$ cat src/rtl/tdes_pkg.sv
package tdes_pkg;

    localparam int WORD_W   = 32;
    localparam int BLK_W    = 2 * WORD_W;
    localparam int HALF_W   = 28;
    localparam int CD_W     = 2 * HALF_W;
    localparam int NROUNDS  = 16;
    localparam int RND_W    = $clog2(NROUNDS);
    localparam int NPASSES  = 3;
    localparam int PASS_W   = $clog2(NPASSES + 1);
    localparam int LOAD_CYC = 3;
    localparam int LD_W     = $clog2(LOAD_CYC + 1);

    typedef enum logic [2:0] {
        S_IDLE,
        S_LOAD,
        S_RUN,
        S_OUT_HI,
        S_OUT_LO
    } ctl_state_e;

    // rotation amount for encrypt round idx
    function automatic logic [1:0] shift_amt(input logic [RND_W-1:0] idx);
        return (idx == 0 || idx == 1 || idx == 8 || idx == 15) ? 2'd1 : 2'd2;
    endfunction

    function automatic logic [HALF_W-1:0] rotl28(input logic [HALF_W-1:0] x,
                                                  input logic [1:0] n);
        unique case (n)
            2'd0:    return x;
            2'd1:    return {x[HALF_W-2:0], x[HALF_W-1]};
            default: return {x[HALF_W-3:0], x[HALF_W-1:HALF_W-2]};
        endcase
    endfunction

    function automatic logic [HALF_W-1:0] rotr28(input logic [HALF_W-1:0] x,
                                                  input logic [1:0] n);
        unique case (n)
            2'd0:    return x;
            2'd1:    return {x[0], x[HALF_W-1:1]};
            default: return {x[1:0], x[HALF_W-1:2]};
        endcase
    endfunction

    // keep the upper seven bits of every byte
    function automatic logic [CD_W-1:0] drop_parity(input logic [BLK_W-1:0] k);
        logic [CD_W-1:0] o;
        for (int b = 0; b < BLK_W / 8; b++) begin
            o[b*7 +: 7] = k[b*8+1 +: 7];
        end
        return o;
    endfunction

endpackage

$ cat src/rtl/tdes_key_sched.sv
module tdes_key_sched
    import tdes_pkg::*;
(
    input  logic                clk,
    input  logic                rst,
    input  logic                load,
    input  logic [BLK_W-1:0]    key_in,
    input  logic                step,
    input  logic                dec,
    input  logic [RND_W-1:0]    rnd,
    output logic [WORD_W-1:0]   subkey
);

    logic [HALF_W-1:0] c_q, d_q;
    logic [HALF_W-1:0] c_rot, d_rot;
    logic [1:0]        amt;
    logic [RND_W-1:0]  back_idx;

    // decrypt round j reuses the rotation state of encrypt round 15-j
    always_comb begin
        back_idx = RND_W'(5'd16 - {1'b0, rnd});
        if (dec) begin
            amt   = (rnd == 0) ? 2'd0 : shift_amt(back_idx);
            c_rot = rotr28(c_q, amt);
            d_rot = rotr28(d_q, amt);
        end else begin
            amt   = shift_amt(rnd);
            c_rot = rotl28(c_q, amt);
            d_rot = rotl28(d_q, amt);
        end
        subkey = {c_rot[27:12], d_rot[15:0]} ^ {d_rot[27:16], c_rot[11:0], 8'h00};
    end

    always_ff @(posedge clk) begin
        if (rst) begin
            c_q <= '0;
            d_q <= '0;
        end else if (load) begin
            {c_q, d_q} <= drop_parity(key_in);
        end else if (step) begin
            c_q <= c_rot;
            d_q <= d_rot;
        end
    end

    // checker state: the sixteen encrypt rotations sum to one full turn
    logic [CD_W-1:0] chk_ref;
    logic [4:0]      chk_n;
    logic            chk_arm;

    always_ff @(posedge clk) begin
        if (rst) begin
            chk_ref <= '0;
            chk_n   <= '0;
            chk_arm <= 1'b0;
        end else if (load) begin
            chk_ref <= drop_parity(key_in);
            chk_n   <= '0;
            chk_arm <= 1'b1;
        end else if (step && chk_n != 5'd31) begin
            chk_n <= chk_n + 5'd1;
        end
    end

    // last encrypt round of a pass sees the freshly loaded halves again
    a_r7_enc_wrap: assert property (@(posedge clk) disable iff (rst)
        (step && !dec && chk_arm && chk_n == 5'd15) |-> ({c_rot, d_rot} == chk_ref));

endmodule

$ cat src/rtl/tdes_round.sv
module tdes_round
    import tdes_pkg::*;
#(
    parameter logic [WORD_W-1:0] MIX_CONST = 32'h9E37_79B9,
    parameter int                ROT       = 3
)(
    input  logic [WORD_W-1:0] l_in,
    input  logic [WORD_W-1:0] r_in,
    input  logic [WORD_W-1:0] subkey,
    input  logic              last,
    output logic [WORD_W-1:0] l_out,
    output logic [WORD_W-1:0] r_out
);

    logic [WORD_W-1:0] t, mix;

    always_comb begin
        t   = r_in ^ subkey;
        mix = {t[WORD_W-1-ROT:0], t[WORD_W-1:WORD_W-ROT]} ^ (t + MIX_CONST);
        if (last) begin
            // closing round leaves the halves swapped
            l_out = l_in ^ mix;
            r_out = r_in;
        end else begin
            l_out = r_in;
            r_out = l_in ^ mix;
        end
    end

endmodule

$ cat src/rtl/tdes_ede_ctrl.sv
module tdes_ede_ctrl
    import tdes_pkg::*;
#(
    parameter logic [WORD_W-1:0] MIX_CONST = 32'h9E37_79B9
)(
    input  logic              clk,
    input  logic              rst,
    input  logic              start,
    input  logic              decrypt,
    input  logic [WORD_W-1:0] din,
    output logic [WORD_W-1:0] dout,
    output logic              dout_valid,
    output logic              key_req
);

    localparam logic [RND_W-1:0]  LAST_RND  = RND_W'(NROUNDS - 1);
    localparam logic [PASS_W-1:0] LAST_PASS = PASS_W'(NPASSES - 1);
    localparam logic [LD_W-1:0]   LAST_LD   = LD_W'(LOAD_CYC - 1);

    ctl_state_e st_q, st_d;

    logic [LD_W-1:0]   ld_q;
    logic [RND_W-1:0]  rnd_q;
    logic [PASS_W-1:0] pass_q;
    logic              dec_q;
    logic [WORD_W-1:0] l_q, r_q, khi_q;
    logic [BLK_W-1:0]  nk_q;

    logic              last_rnd, pass_dec, ks_load, ks_step;
    logic [BLK_W-1:0]  ks_key;
    logic [WORD_W-1:0] subkey, l_nxt, r_nxt;

    assign last_rnd = (rnd_q == LAST_RND);
    assign pass_dec = dec_q ^ (pass_q == PASS_W'(1));
    assign ks_step  = (st_q == S_RUN);
    assign ks_load  = (st_q == S_LOAD && ld_q == LAST_LD) ||
                      (st_q == S_RUN && last_rnd && pass_q != LAST_PASS);
    assign ks_key   = (st_q == S_LOAD) ? {khi_q, din} : nk_q;

    tdes_key_sched u_ks (
        .clk    (clk),
        .rst    (rst),
        .load   (ks_load),
        .key_in (ks_key),
        .step   (ks_step),
        .dec    (pass_dec),
        .rnd    (rnd_q),
        .subkey (subkey)
    );

    tdes_round #(.MIX_CONST(MIX_CONST)) u_rnd (
        .l_in   (l_q),
        .r_in   (r_q),
        .subkey (subkey),
        .last   (last_rnd),
        .l_out  (l_nxt),
        .r_out  (r_nxt)
    );

    // next state
    always_comb begin
        st_d = st_q;
        unique case (st_q)
            S_IDLE:   if (start) st_d = S_LOAD;
            S_LOAD:   if (ld_q == LAST_LD) st_d = S_RUN;
            S_RUN:    if (last_rnd && pass_q == LAST_PASS) st_d = S_OUT_HI;
            S_OUT_HI: st_d = S_OUT_LO;
            S_OUT_LO: st_d = S_IDLE;
            default:  st_d = S_IDLE;
        endcase
    end

    // state register
    always_ff @(posedge clk) begin
        if (rst) st_q <= S_IDLE;
        else     st_q <= st_d;
    end

    // datapath and counters
    always_ff @(posedge clk) begin
        if (rst) begin
            ld_q   <= '0;
            rnd_q  <= '0;
            pass_q <= '0;
            dec_q  <= 1'b0;
            l_q    <= '0;
            r_q    <= '0;
            khi_q  <= '0;
            nk_q   <= '0;
        end else begin
            unique case (st_q)
                S_IDLE: begin
                    if (start) begin
                        l_q   <= din;
                        dec_q <= decrypt;
                        ld_q  <= '0;
                    end
                end
                S_LOAD: begin
                    ld_q <= ld_q + LD_W'(1);
                    if (ld_q == LD_W'(0)) r_q   <= din;
                    if (ld_q == LD_W'(1)) khi_q <= din;
                    if (ld_q == LAST_LD) begin
                        rnd_q  <= '0;
                        pass_q <= '0;
                    end
                end
                S_RUN: begin
                    l_q   <= l_nxt;
                    r_q   <= r_nxt;
                    rnd_q <= rnd_q + RND_W'(1);
                    if (last_rnd) pass_q <= pass_q + PASS_W'(1);
                    if (pass_q != LAST_PASS && rnd_q == RND_W'(1))
                        nk_q[BLK_W-1:WORD_W] <= din;
                    if (pass_q != LAST_PASS && rnd_q == RND_W'(2))
                        nk_q[WORD_W-1:0] <= din;
                end
                default: ;
            endcase
        end
    end

    // outputs
    always_comb begin
        dout       = '0;
        dout_valid = 1'b0;
        key_req    = 1'b0;
        unique case (st_q)
            S_RUN:    key_req = (rnd_q == '0) && (pass_q != LAST_PASS);
            S_OUT_HI: begin dout = l_q; dout_valid = 1'b1; end
            S_OUT_LO: begin dout = r_q; dout_valid = 1'b1; end
            default:  ;
        endcase
    end

    // result words come as a pair and never as a longer burst
    a_r9_valid_pair: assert property (@(posedge clk) disable iff (rst)
        $rose(dout_valid) |=> dout_valid);
    a_r9_valid_end: assert property (@(posedge clk) disable iff (rst)
        (dout_valid && $past(dout_valid)) |=> !dout_valid);
    a_r9_quiet_bus: assert property (@(posedge clk) disable iff (rst)
        !dout_valid |-> (dout == '0));
    // key request is a single-cycle pulse
    a_r4_req_pulse: assert property (@(posedge clk) disable iff (rst)
        key_req |=> !key_req);
    // a busy controller never restarts its load sequence
    a_r10_no_restart: assert property (@(posedge clk) disable iff (rst)
        (st_q != S_IDLE) |=> !(st_q == S_LOAD && ld_q == '0));
    // pass counter stays within the three passes while rounds run
    a_r8_pass_range: assert property (@(posedge clk) disable iff (rst)
        (st_q == S_RUN) |-> (pass_q < PASS_W'(NPASSES)));

endmodule

$ cat config.mk
export PLATFORM = sky130hd
export DESIGN_NAME = tdes_ede_ctrl
export DESIGN_NICKNAME = d
export VERILOG_FILES = /design/src/rtl/tdes_pkg.sv /design/src/rtl/tdes_key_sched.sv /design/src/rtl/tdes_round.sv /design/src/rtl/tdes_ede_ctrl.sv
export SDC_FILE = /design/constraint.sdc
export NUM_CORES = 1
export LEC_CHECK = 0
export ABC_AREA = 0
export BUFFER_PORTS_ARGS = -buffer_cell sky130_fd_sc_hd__buf_2
export CAP_MARGIN = 30
export CORE_MARGIN = 8
export CORE_UTILIZATION = 50
export CTS_CLUSTER_DIAMETER = 120
export DETAILED_ROUTE_END_ITERATION = 7
export HOLD_SLACK_MARGIN = 0.15
export PLACE_DENSITY_LB_ADDON = 0.15
export SLEW_MARGIN = 20
export SYNTH_ARGS = -nofsm -noshare
export SYNTH_HDL_FRONTEND = slang
export SYNTH_HIERARCHICAL = 1
export SYNTH_SLANG_ARGS = --single-unit
$ cat constraint.sdc
create_clock -name clk -period 7.2 [get_ports clk]
set_clock_uncertainty 0.2 [all_clocks]
set_input_delay 0.72 -clock clk [delete_from_list [all_inputs] [get_ports clk]]
set_output_delay 0.72 -clock clk [all_outputs]
set_load 0.005 [all_outputs]
* Word level (Yosys, flattened, before mapping) *
Cells that the tools add are included.

word-level totals
  logic and storage cells = 115
  bits of input ports = 36
  output and inout bits = 34
  register bits = 228

cells by class
  reductions and logical operators = 35
  bitwise operators = 5
  muxes and demuxes = 34
  equal/unequal tests = 24
  add/subtract/negate cells = 5

operator list
  operator                number
  $pmux 28 s2             4
  $pmux 32 s2             3
  $mux 28                 6
  $mux 32                 4
  $xor 32x32->32          4
  $mux 64                 1
  $add 32x32->32 const B  1
  $eq 4x4->1 const B      4
  $reduce_and 2->1        7
  $mux 2                  6
  $pmux 3 s4              1
  $mux 3                  3
  $reduce_and 3->1        3
  $eq 2x1->1 const B      4
  $eq 4x1->1 const B      2
  $logic_not 4->1         2
  $ne 2x2->1 const B      4
  $pmux 2 s2              2
  $pmux 4 s2              1
  $reduce_bool 2->1       4
  $logic_and 1x1->1       7
  $logic_or 1x1->1        7
  $eq 3x2->1 const B      2
  $logic_not 2->1         3
  other kinds (13)        18

* Depth between registers and ports, before layout *
Gate-level depths: netlist (run 1).

  depth after elaboration = 17
  mapped depth = 20
  mapped depth without buffers = 17

* Hierarchy *
Netlist (run 1), hierarchy kept.

modules (own cells, without submodules)
  module          instances  area each (um^2)  sequential area each (um^2)  cells each
  tdes_ede_ctrl   1          8272.9            3443.3                       913
  tdes_key_sched  1          4779.6            1121.1                       648
  tdes_round      1          2952.8            0.0                          378

* Worst setup path after synthesis (run 1) *
Ideal clock, no wire load.

  kind = reg-to-reg
  start = register pass_q[1]
  end = register r_q[31]
  buffers on the path = 4
  period minus slack after synthesis = 3.978 ns
  setup time = 0.091 ns
  required time = 6.909 ns
  arrival = 3.687 ns
  path slack = 3.222 ns
  cell stages (with the launch flop) = 21
  path through = dfxtp_1 inv_1 ha_1 xor2_1 clkbuf_1 inv_1 clkbuf_1 clkbuf_1 o211ai_1 o21ai_1 xnor2_1 xor2_2 nor3_2 buf_4 o221a_4 o22ai_1 or3_1 a21oi_1 xor2_1 nand2_1 a311oi_1

between the ends
  word-level cells in the longest chain between the ends = 10
  elaborated cells on any way between the ends = 11
  those cells by class = add/sub: 1; eq/ne: 1; mux: 4; bitwise: 5

RTL lines
  item                      RTL line              text
  start: declaration        tdes_ede_ctrl.sv:24   logic [PASS_W-1:0] pass_q;
  start signal: assignment  tdes_ede_ctrl.sv:112  if (last_rnd) pass_q <= pass_q + PASS_W'(1);
  $eq 2x1->1                tdes_ede_ctrl.sv:34   assign pass_dec = dec_q ^ (pass_q == PASS_W'(1));
  $xor 1x1->1               tdes_ede_ctrl.sv:34
  named net pass_dec        tdes_ede_ctrl.sv:29   logic last_rnd, pass_dec, ks_load, ks_step;
  $mux 28                   tdes_key_sched.sv:22  if (dec) begin
  $xor 32x32->32            tdes_key_sched.sv:31  subkey = {c_rot[27:12], d_rot[15:0]} ^ {d_rot[27:16], c_rot[11:0], 8'h00};
  named net subkey[16]      tdes_ede_ctrl.sv:31   logic [WORD_W-1:0] subkey, l_nxt, r_nxt;
  $xor 32x32->32            tdes_round.sv:18      t = r_in ^ subkey;
  $add 32x32->32            tdes_round.sv:19      mix = {t[WORD_W-1-ROT:0], t[WORD_W-1:WORD_W-ROT]} ^ (t + MIX_CONST);
  $xor 32x32->32            tdes_round.sv:19
  $xor 32x32->32            tdes_round.sv:26      r_out = l_in ^ mix;
  $mux 32                   tdes_round.sv:20      if (last) begin
  named net r_nxt[31]       tdes_ede_ctrl.sv:31
  $pmux 32 s2               tdes_ede_ctrl.sv:91   unique case (st_q)
  end signal: assignment    tdes_ede_ctrl.sv:101  if (ld_q == LD_W'(0)) r_q <= din;
  end signal: assignment    tdes_ede_ctrl.sv:110  r_q <= r_nxt;
  end: declaration          tdes_ede_ctrl.sv:26   logic [WORD_W-1:0] l_q, r_q, khi_q;

The timed path passes the listed nets, and every way through them passes these cells. The select of a mux whose other input is x is not followed.
A chain may end at the register's enable or synchronous reset.

* Worst setup path in the final report (run 1) *
  start = register rnd_q[2]
  end = register r_q[29]

between the ends
  word-level cells in the longest chain between the ends = 17
  elaborated cells on any way between the ends = 37
  those cells by class = add/sub: 2; eq/ne: 9; mux: 11; bitwise: 4; reduce/logical: 11

RTL lines
  item                                                  RTL line              text
  start: declaration                                    tdes_ede_ctrl.sv:23   logic [RND_W-1:0] rnd_q;
  start signal: assignment                              tdes_ede_ctrl.sv:111  rnd_q <= rnd_q + RND_W'(1);
  $sub 1x4->4                                           tdes_key_sched.sv:21  back_idx = RND_W'(5'd16 - {1'b0, rnd});
  $eq 4x1->1 / $logic_not 4->1 (equally long branches)  tdes_pkg.sv:24        return (idx == 0 || idx == 1 || idx == 8 || idx == 15) ? 2'd1 : 2'd2;
  $logic_or 1x1->1 (3 in series)                        tdes_pkg.sv:24
  $mux 2                                                tdes_pkg.sv:24
  $mux 2                                                tdes_key_sched.sv:23  amt = (rnd == 0) ? 2'd0 : shift_amt(back_idx);
  $eq 2x1->1 / $logic_not 2->1 (equally long branches)  tdes_pkg.sv:38        unique case (n)
  $pmux 28 s2                                           tdes_pkg.sv:38
  $mux 28 *                                             tdes_key_sched.sv:22
  $xor 32x32->32 *                                      tdes_key_sched.sv:31
  named net subkey[16]                                  tdes_ede_ctrl.sv:31
  $xor 32x32->32 *                                      tdes_round.sv:18
  $add 32x32->32 *                                      tdes_round.sv:19
  $xor 32x32->32 *                                      tdes_round.sv:19
  $xor 32x32->32 *                                      tdes_round.sv:26
  $mux 32 *                                             tdes_round.sv:20
  named net r_nxt[29]                                   tdes_ede_ctrl.sv:31
  $pmux 32 s2 *                                         tdes_ede_ctrl.sv:91

Mark *: on every way through the listed nets, which the timed path passes. The rest lies on a longest branch. The select of a mux whose other input is x is not followed.

==> results summary, run 1 <==
The warning count from the yosys run is 6. The total via count after detailed routing came out at 14400. Setup repair after global routing left no endpoint under its margin. The first detailed-routing pass took 6 iterations. The relative slew slack came out at 0.414.

TritonCTS built the clock tree. The total of max-cap violations is 0. The final estimated routing congestion in global placement is 0.926. In this run the power density over the cells is 228 nW/µm². The count of endpoints failing hold in the final timing report is 0. Measured along the x axis, the die boundary spans 192 µm.

The maximum clock rate came out at 165 MHz. The wire-length estimate of the detail-placed layout is 33.5 mm. The post-CTS resize count is 0. The area overhead of the layout relative to synthesis is 8.40%. The number of placed instances, taps included came out at 2204. The sort of element at the start of the critical path is a flip-flop.

The analysis attributes to cell leakage a power of 6.30 nW. A synthesized cell averages 8.20 µm². The total count of max-transition violations in the final report is 0. Adding up every negative setup slack in the final design gives 0 ns.

Setup violations remaining at the end of the flow were counted as 0. Entering global routing, the biggest net connects 109 pins. The clock buffer count from CTS is 26. On the final layout, the worst hold slack is 0.250 ns. The number of nets in the finished design is 1884. STA puts the critical path data required time at 7.44 ns.

The overall die area is 36800 µm². Input and output buffers added on the ports amount to 69. The number of fillers in the final layout is 2855.

The number of hold buffers added after CTS is 0. During I/O placement, the number of pins put on the boundary was 70. The delay of the slowest critical-path stage came out at 0.88 ns. The clock-pin transition on the worst setup and hold timing paths is 0.06 ns.

Counting along the longest clock path gives a buffer depth of 3. The first global-routing pass estimated 77.8 mm of wire. Of the cells placed in the final design, the portion with a size suffix greater than 1 is 0.143.

The root buffer cell is clkbuf_16. The signal on the critical path passes through nand4_1, nand2_1, buf_4, o211ai_1, o21ai_1, xnor2_1, xor2_2, nor3_2, o221ai_1, a21o_1, or3_1, a21o_1, xnor2_1, nand2_1, a311oi_1. The count of buffering cells on the critical path with inverters included came out at 1. The flow ran to the end, and the final reports show no timing, DRC or antenna violations. The detail route stage leaves a number of antenna-violating nets equal to 0. The cell count after synthesis came out at 1887.

The worst voltage drop across the vdd grid is 0.186 mV. In this run the core area contains 64 standard-cell rows. The number of global-route vias before repair came out at 13400. Buffers added to address setup during post-CTS repair amount to 0. The total area inside the core boundary comes to 30500 µm². The overall power after layout is 3.82 mW. Summing all multi-input logic gate instances after layout gives 10200 µm².

Measured along the y axis, the die boundary spans 192 µm. The total area of sequential cells is 4320 µm². The total routing usage reported by global routing is 0.262. The minimum clock period after layout came out at 6.05 ns. The clock net sink count is 216. The synthesized area is 15500 µm².

In the final routed layout, each cell accounts on average for 22.3 µm. The post-route DRC violation count came out at 0. The total congestion overflow is 0. The cell type group with the largest total delay on the critical path is simple AND/OR/NAND/NOR gates. The starting utilization of the core area is 0.507.

For the pin with the worst max-slew slack, the measured transition is 0.878 ns. The post-layout instance count excluding filler cells is 2253. The H-tree depth is 1. Counting every net in the synthesized netlist gives 1933. The library cell contributing the largest single delay on the critical path is dfxtp_1.

Dividing the detail-routed via count by the number of cells gives 6.41. Along the worst path, the maximum fanout reaches 22. For the worst-skew pair, the clock arrives at the later sink with an insertion delay of 0.54 ns.

The final worst-path cycle share came out at 0.841. By startpoint and endpoint, the worst setup path is classified as flip-flop to flip-flop. The min-delay analysis places its worst path in the category flip-flop to flip-flop. The routed wire length is 50.2 mm. For the worst setup path, the data arrival time is 6.29 ns. The violation count after the first detailed-routing iteration came out at 1535. The number of antenna violations at the first check in global routing came out at 0. STA classifies the critical path endpoint as a flip-flop.
-- registers in the layout, indices dropped and copies added (netlist names) --
| signal | cells |
|---|---|
| u_ks/d_q | 28 |
| rnd_q | 4 |
| l_q | 32 |
| khi_q | 28 |
| ld_q | 2 |
| nk_q | 56 |
| dec_q | 1 |
| st_q | 3 |
| pass_q | 2 |
| r_q | 32 |
| u_ks/c_q | 28 |
-- through the flow --
step	instance area (µm²)	worst slack, ns	utilization
after CTS	16700	1.32	0.548
after floorplan	15500	3.22	-
after detailed placement	15800	1.34	0.517
after global routing	16800	0.790	0.550
after global placement	15700	1.53	0.516
final	16800	1.15	0.550
-- final timing paths --
check	startpoint	to	slack [ns]	depth (start not counted)
max reg2reg	rnd_q[2]	r_q[29]	1.15	15
min reg2reg	khi_q[6]	khi_q[6]	0.25	2
min	khi_q[6]	khi_q[6]	0.25	2
max	rnd_q[2]	r_q[29]	1.15	15
-- tightest hold or removal path: stages (launching register included) --
cell     delay (ns)
dfxtp_1        0.30
nand2_1        0.05
a21oi_1        0.05
-- placed cells by master, fill, tap and decap left out, types with 10 or more instances in the layout --
master     instances
ha_1              10
buf_2             68
a21oi_1          180
nor2_1            46
a221oi_1          29
a21o_1            17
a311oi_1          37
a22oi_1           33
nand3_1           63
o22ai_1           35
mux2i_1           71
a211oi_1          23
clkbuf_16         27
nor3_1            54
nand2_1          234
nand2b_1         100
a22o_1            62
dfxtp_1          216
xor2_1            51
o21ai_1           10
o21ai_0           16
buf_4             25
xnor2_1          124
inv_1             33
mux2_2            65
and3_1            46
-- report_power, final --
part           switching, mW  internal, mW  total [mW]
logic                  0.614         0.449        1.06
registers             0.0647          1.24        1.30
clock network          0.536         0.920        1.46
-- layout make-up --
class                   instances  share of cell area
multi-input cells            1461               0.611
flip-flops and latches        216               0.258
clock buffers                  38              0.0463
repair buffers                 98              0.0374
well taps                     396              0.0295
clock inverters                 8              0.0100
inverters                      35             0.00798
diodes                          1            0.000149
-- routing by layer --
| metal | global-route usage | vias to the layer above | wire length, µm |
|---|---|---|---|
| met3 | 0.0354 | 69 | 3340 |
| met4 | 0.0675 | 0 | 1110 |
| met2 | 0.422 | 527 | 23100 |
| met5 | 0 | - | 0 |
| met1 | 0.364 | 7118 | 22600 |
| li1 | - | 6735 | - |
No activity file was read; power rests on OpenSTA's default activity.
==> run 2: changes to the inputs <==
- ABC_AREA: 0 -> 1
- clock period: 7.2 -> 6.08 ns (I/O delays scaled with it)
==> run 2 against run 1 <==
  * Synthesized area increased by 6.4%
  * Critical endpoint is now l_q[25]
  * Critical path type unchanged
  * Final cell count increased by 42%
  * Sequential power increased by 23%
  * Largest cell class unchanged
  * Global-route usage is 2.6 points higher
==> results summary, run 2 <==
The number of core rows is 66 (was 64). Most frequent cells in the layout: 803 x nand2_1, 473 x nand3_1, 255 x inv_1 (was 234 x nand2_1, 216 x dfxtp_1, 180 x a21oi_1). The clock tree from TritonCTS was built (unchanged).

The violation count after the first detailed-routing iteration is 1934 (was 1535). The path class of the lowest-slack min-delay path was primary input to flip-flop (was flip-flop to flip-flop). The count of final setup violators came out at 0 (unchanged).

The power density over the cells is 302 nW/µm² (was 228 nW/µm²). The number of global-route vias before repair came out at 16300 (was 13400). The type of the worst setup path was flip-flop to flip-flop (unchanged). The transition time of the tightest slew-check pin is 0.909 ns (was 0.878 ns).

The detailed placement HPWL came out at 39.2 mm (was 33.5 mm). The total congestion overflow came out at 0 (unchanged). The sort of element at the start of the critical path is a flip-flop (unchanged). The number of flip-flops in the largest register came out at 56 (unchanged). The warning count from the yosys run is 6 (unchanged).

The routed wire length came out at 57.6 mm (was 50.2 mm). The final worst-path cycle share is 0.764 (was 0.841). The total routing usage reported by global routing came to 0.288 (was 0.262). The pin count of the biggest net entering global routing came out at 113 (was 109). The height of the die is 197 µm (was 192 µm). The die extent in x is 197 µm (was 192 µm). The share of layout cells above drive strength 1 is 0.0774 (was 0.143). The area overhead of the layout relative to synthesis is 7.96% (was 8.40%). The count of endpoints failing hold in the final timing report came out at 0 (unchanged). The synthesized area is 16500 µm² (was 15500 µm²).

The number of antenna violations at the first check in global routing is 0 (unchanged). The clock insertion delay at the later pin of the skew report came out at 0.56 ns (was 0.54 ns). The gate count after technology mapping is 2789 (was 1887). The number of fillers in the final layout was 3374 (was 2855).

The largest register by flop count is nk_q (unchanged). The clock net sink count is 216 (unchanged). The mean area per synthesized cell is 5.90 µm² (was 8.20 µm²).

The final estimated routing congestion in global placement is 0.960 (was 0.926). The worst hold margin came out at 0.189 ns (was 0.250 ns). The largest driver fanout on the critical path came out at 60 (was 22). The critical path endpoint category is a flip-flop (unchanged). The root buffer cell is clkbuf_16 (unchanged).

The post-route setup TNS is 0 ns (unchanged). The buffer depth of the longest clock path is 3 (unchanged). The maximum clock rate came out at 215 MHz (was 165 MHz). The total inserted antenna cells is 0 (was 1).

The clock-pin transition on the worst setup and hold timing paths is 0.06 ns (about the same). The number of nets in the finished design came out at 2781 (was 1884). The post-route DRC violation count came out at 0 (unchanged). The wire length of the first global-routing pass came out at 91.3 mm (was 77.8 mm). The minimum clock period after layout came to 4.64 ns (was 6.05 ns). The total via count after detailed routing is 18200 (was 14400). The number of post-CTS setup repair buffers was 0 (unchanged). The top-level port count came to 70 (unchanged). The number of iterations in the first detailed-routing pass came out at 6 (unchanged). The relative slew slack is 0.394 (was 0.414). The average wire per cell in the routed design is 18.0 µm (was 22.3 µm). The H-tree depth came to 1 (unchanged). The commonest non-fill, non-tap cell in the layout is nand2_1 (unchanged). The leakage power came out at 7.92 nW (was 6.30 nW). Run status: completed (unchanged). The ratio of routed vias to standard cells came out at 5.70 (was 6.41). The synthesized netlist net count is 2835 (was 1933). The total core area is 32500 µm² (was 30500 µm²). The total count of max-transition violations in the final report is 0 (unchanged). The overall die area came out at 39000 µm² (was 36800 µm²).

The clock buffer count from CTS is 26 (unchanged). The worst voltage drop across the vdd grid is 0.267 mV (was 0.186 mV). The total of max-cap violations is 0 (unchanged). The remaining antenna violation count came out at 0 (unchanged). The starting utilization of the core area came out at 0.507 (about the same).

The worst endpoint data arrival time came out at 4.88 ns (was 6.29 ns). The count of input and output buffers is 69 (unchanged). The required time of the critical path is 6.32 ns (was 7.44 ns). Setup repair after global routing missed its margin: no (unchanged). Largest registers in the final layout: nk_q: 56 flops, l_q: 32 flops, r_q: 32 flops (unchanged).
[run 2: changes by cell type in the layout (fill, tap and decap cells not counted), moves of 100 or more]
| cell | previous run | this run |
|---|---|---|
| inv_1 | 33 | 255 |
| nand2b_1 | 100 | 0 |
| nor2_1 | 46 | 230 |
| o21ai_0 | 16 | 188 |
| nand3_1 | 63 | 473 |
| nand2_1 | 234 | 803 |
[run 2: final timing paths]
path	startpoint	slack, ns	cells past startpoint	to
max	rnd_q[0]	1.44	23	l_q[25]
min	din[24]	0.19	5	l_q[24]
max reg2reg	rnd_q[0]	1.44	23	l_q[25]
min reg2reg	khi_q[5]	0.25	2	khi_q[5]
[run 2: area by class of cell]
class,instances,area (µm²),area share
clock buffer,35,754,0.0425
multi-input combinational,2118,10300,0.582
sequential,216,4320,0.243
timing repair buffer,102,683,0.0384
clock inverter,10,97.6,0.00549
tap,442,553,0.0311
inverter,271,1020,0.0577
[run 2: power breakdown]
group	switching (mW)	internal (mW)
Combinational	1.49	0.723
Clock	0.655	0.908
Sequential	0.0938	1.50
Total	2.24	3.13
[run 2: critical path, cell delays in order (launching register included)]
cell	delay [ns]
dfxtp_1	0.58
nand2_1	0.16
o21ai_4	0.10
buf_4	0.49
buf_4	0.62
nand4_1	0.17
nand3_1	0.16
nand3_1	0.09
nand2_1	0.20
inv_1	0.06
nand2_1	0.06
nand2_1	0.18
nor2_2	0.29
nand3_1	0.31
nand2_1	0.21
nand3b_1	0.09
nand2_1	0.06
nand2_1	0.08
nand2_1	0.07
nand2_1	0.06
nand2_1	0.06
nand3_1	0.08
nand2_1	0.06
inv_1	0.05
[run 2: metrics by stage]
step | setup WS, ns | cells | util | power [mW] | area (µm²)
after CTS | 1.52 | 3191 | 0.545 | 5.36 | 17700
after floorplan | 2.84 | 2789 | - | 3.28 | 16500
after detailed placement | 1.58 | 3142 | 0.518 | 3.79 | 16800
after global routing | 0.972 | 3194 | 0.548 | 5.73 | 17800
after global placement | 1.59 | 3140 | 0.517 | 3.77 | 16800
final | 1.44 | 3194 | 0.548 | 5.37 | 17800
[run 2: repair_timing]
action	in CTS	in global routing
endpoints found under the hold margin	5	0
hold buffers	4	0
gates resized for setup	0	0
[run 2: layer usage]
layer  up-vias  wire length (µm)  GRT usage
met3        94              4790     0.0395
met1      8346             25400      0.397
met2       817             25000      0.448
met5         -                 0          0
li1       8956                 -          -
met4         0              2340      0.113
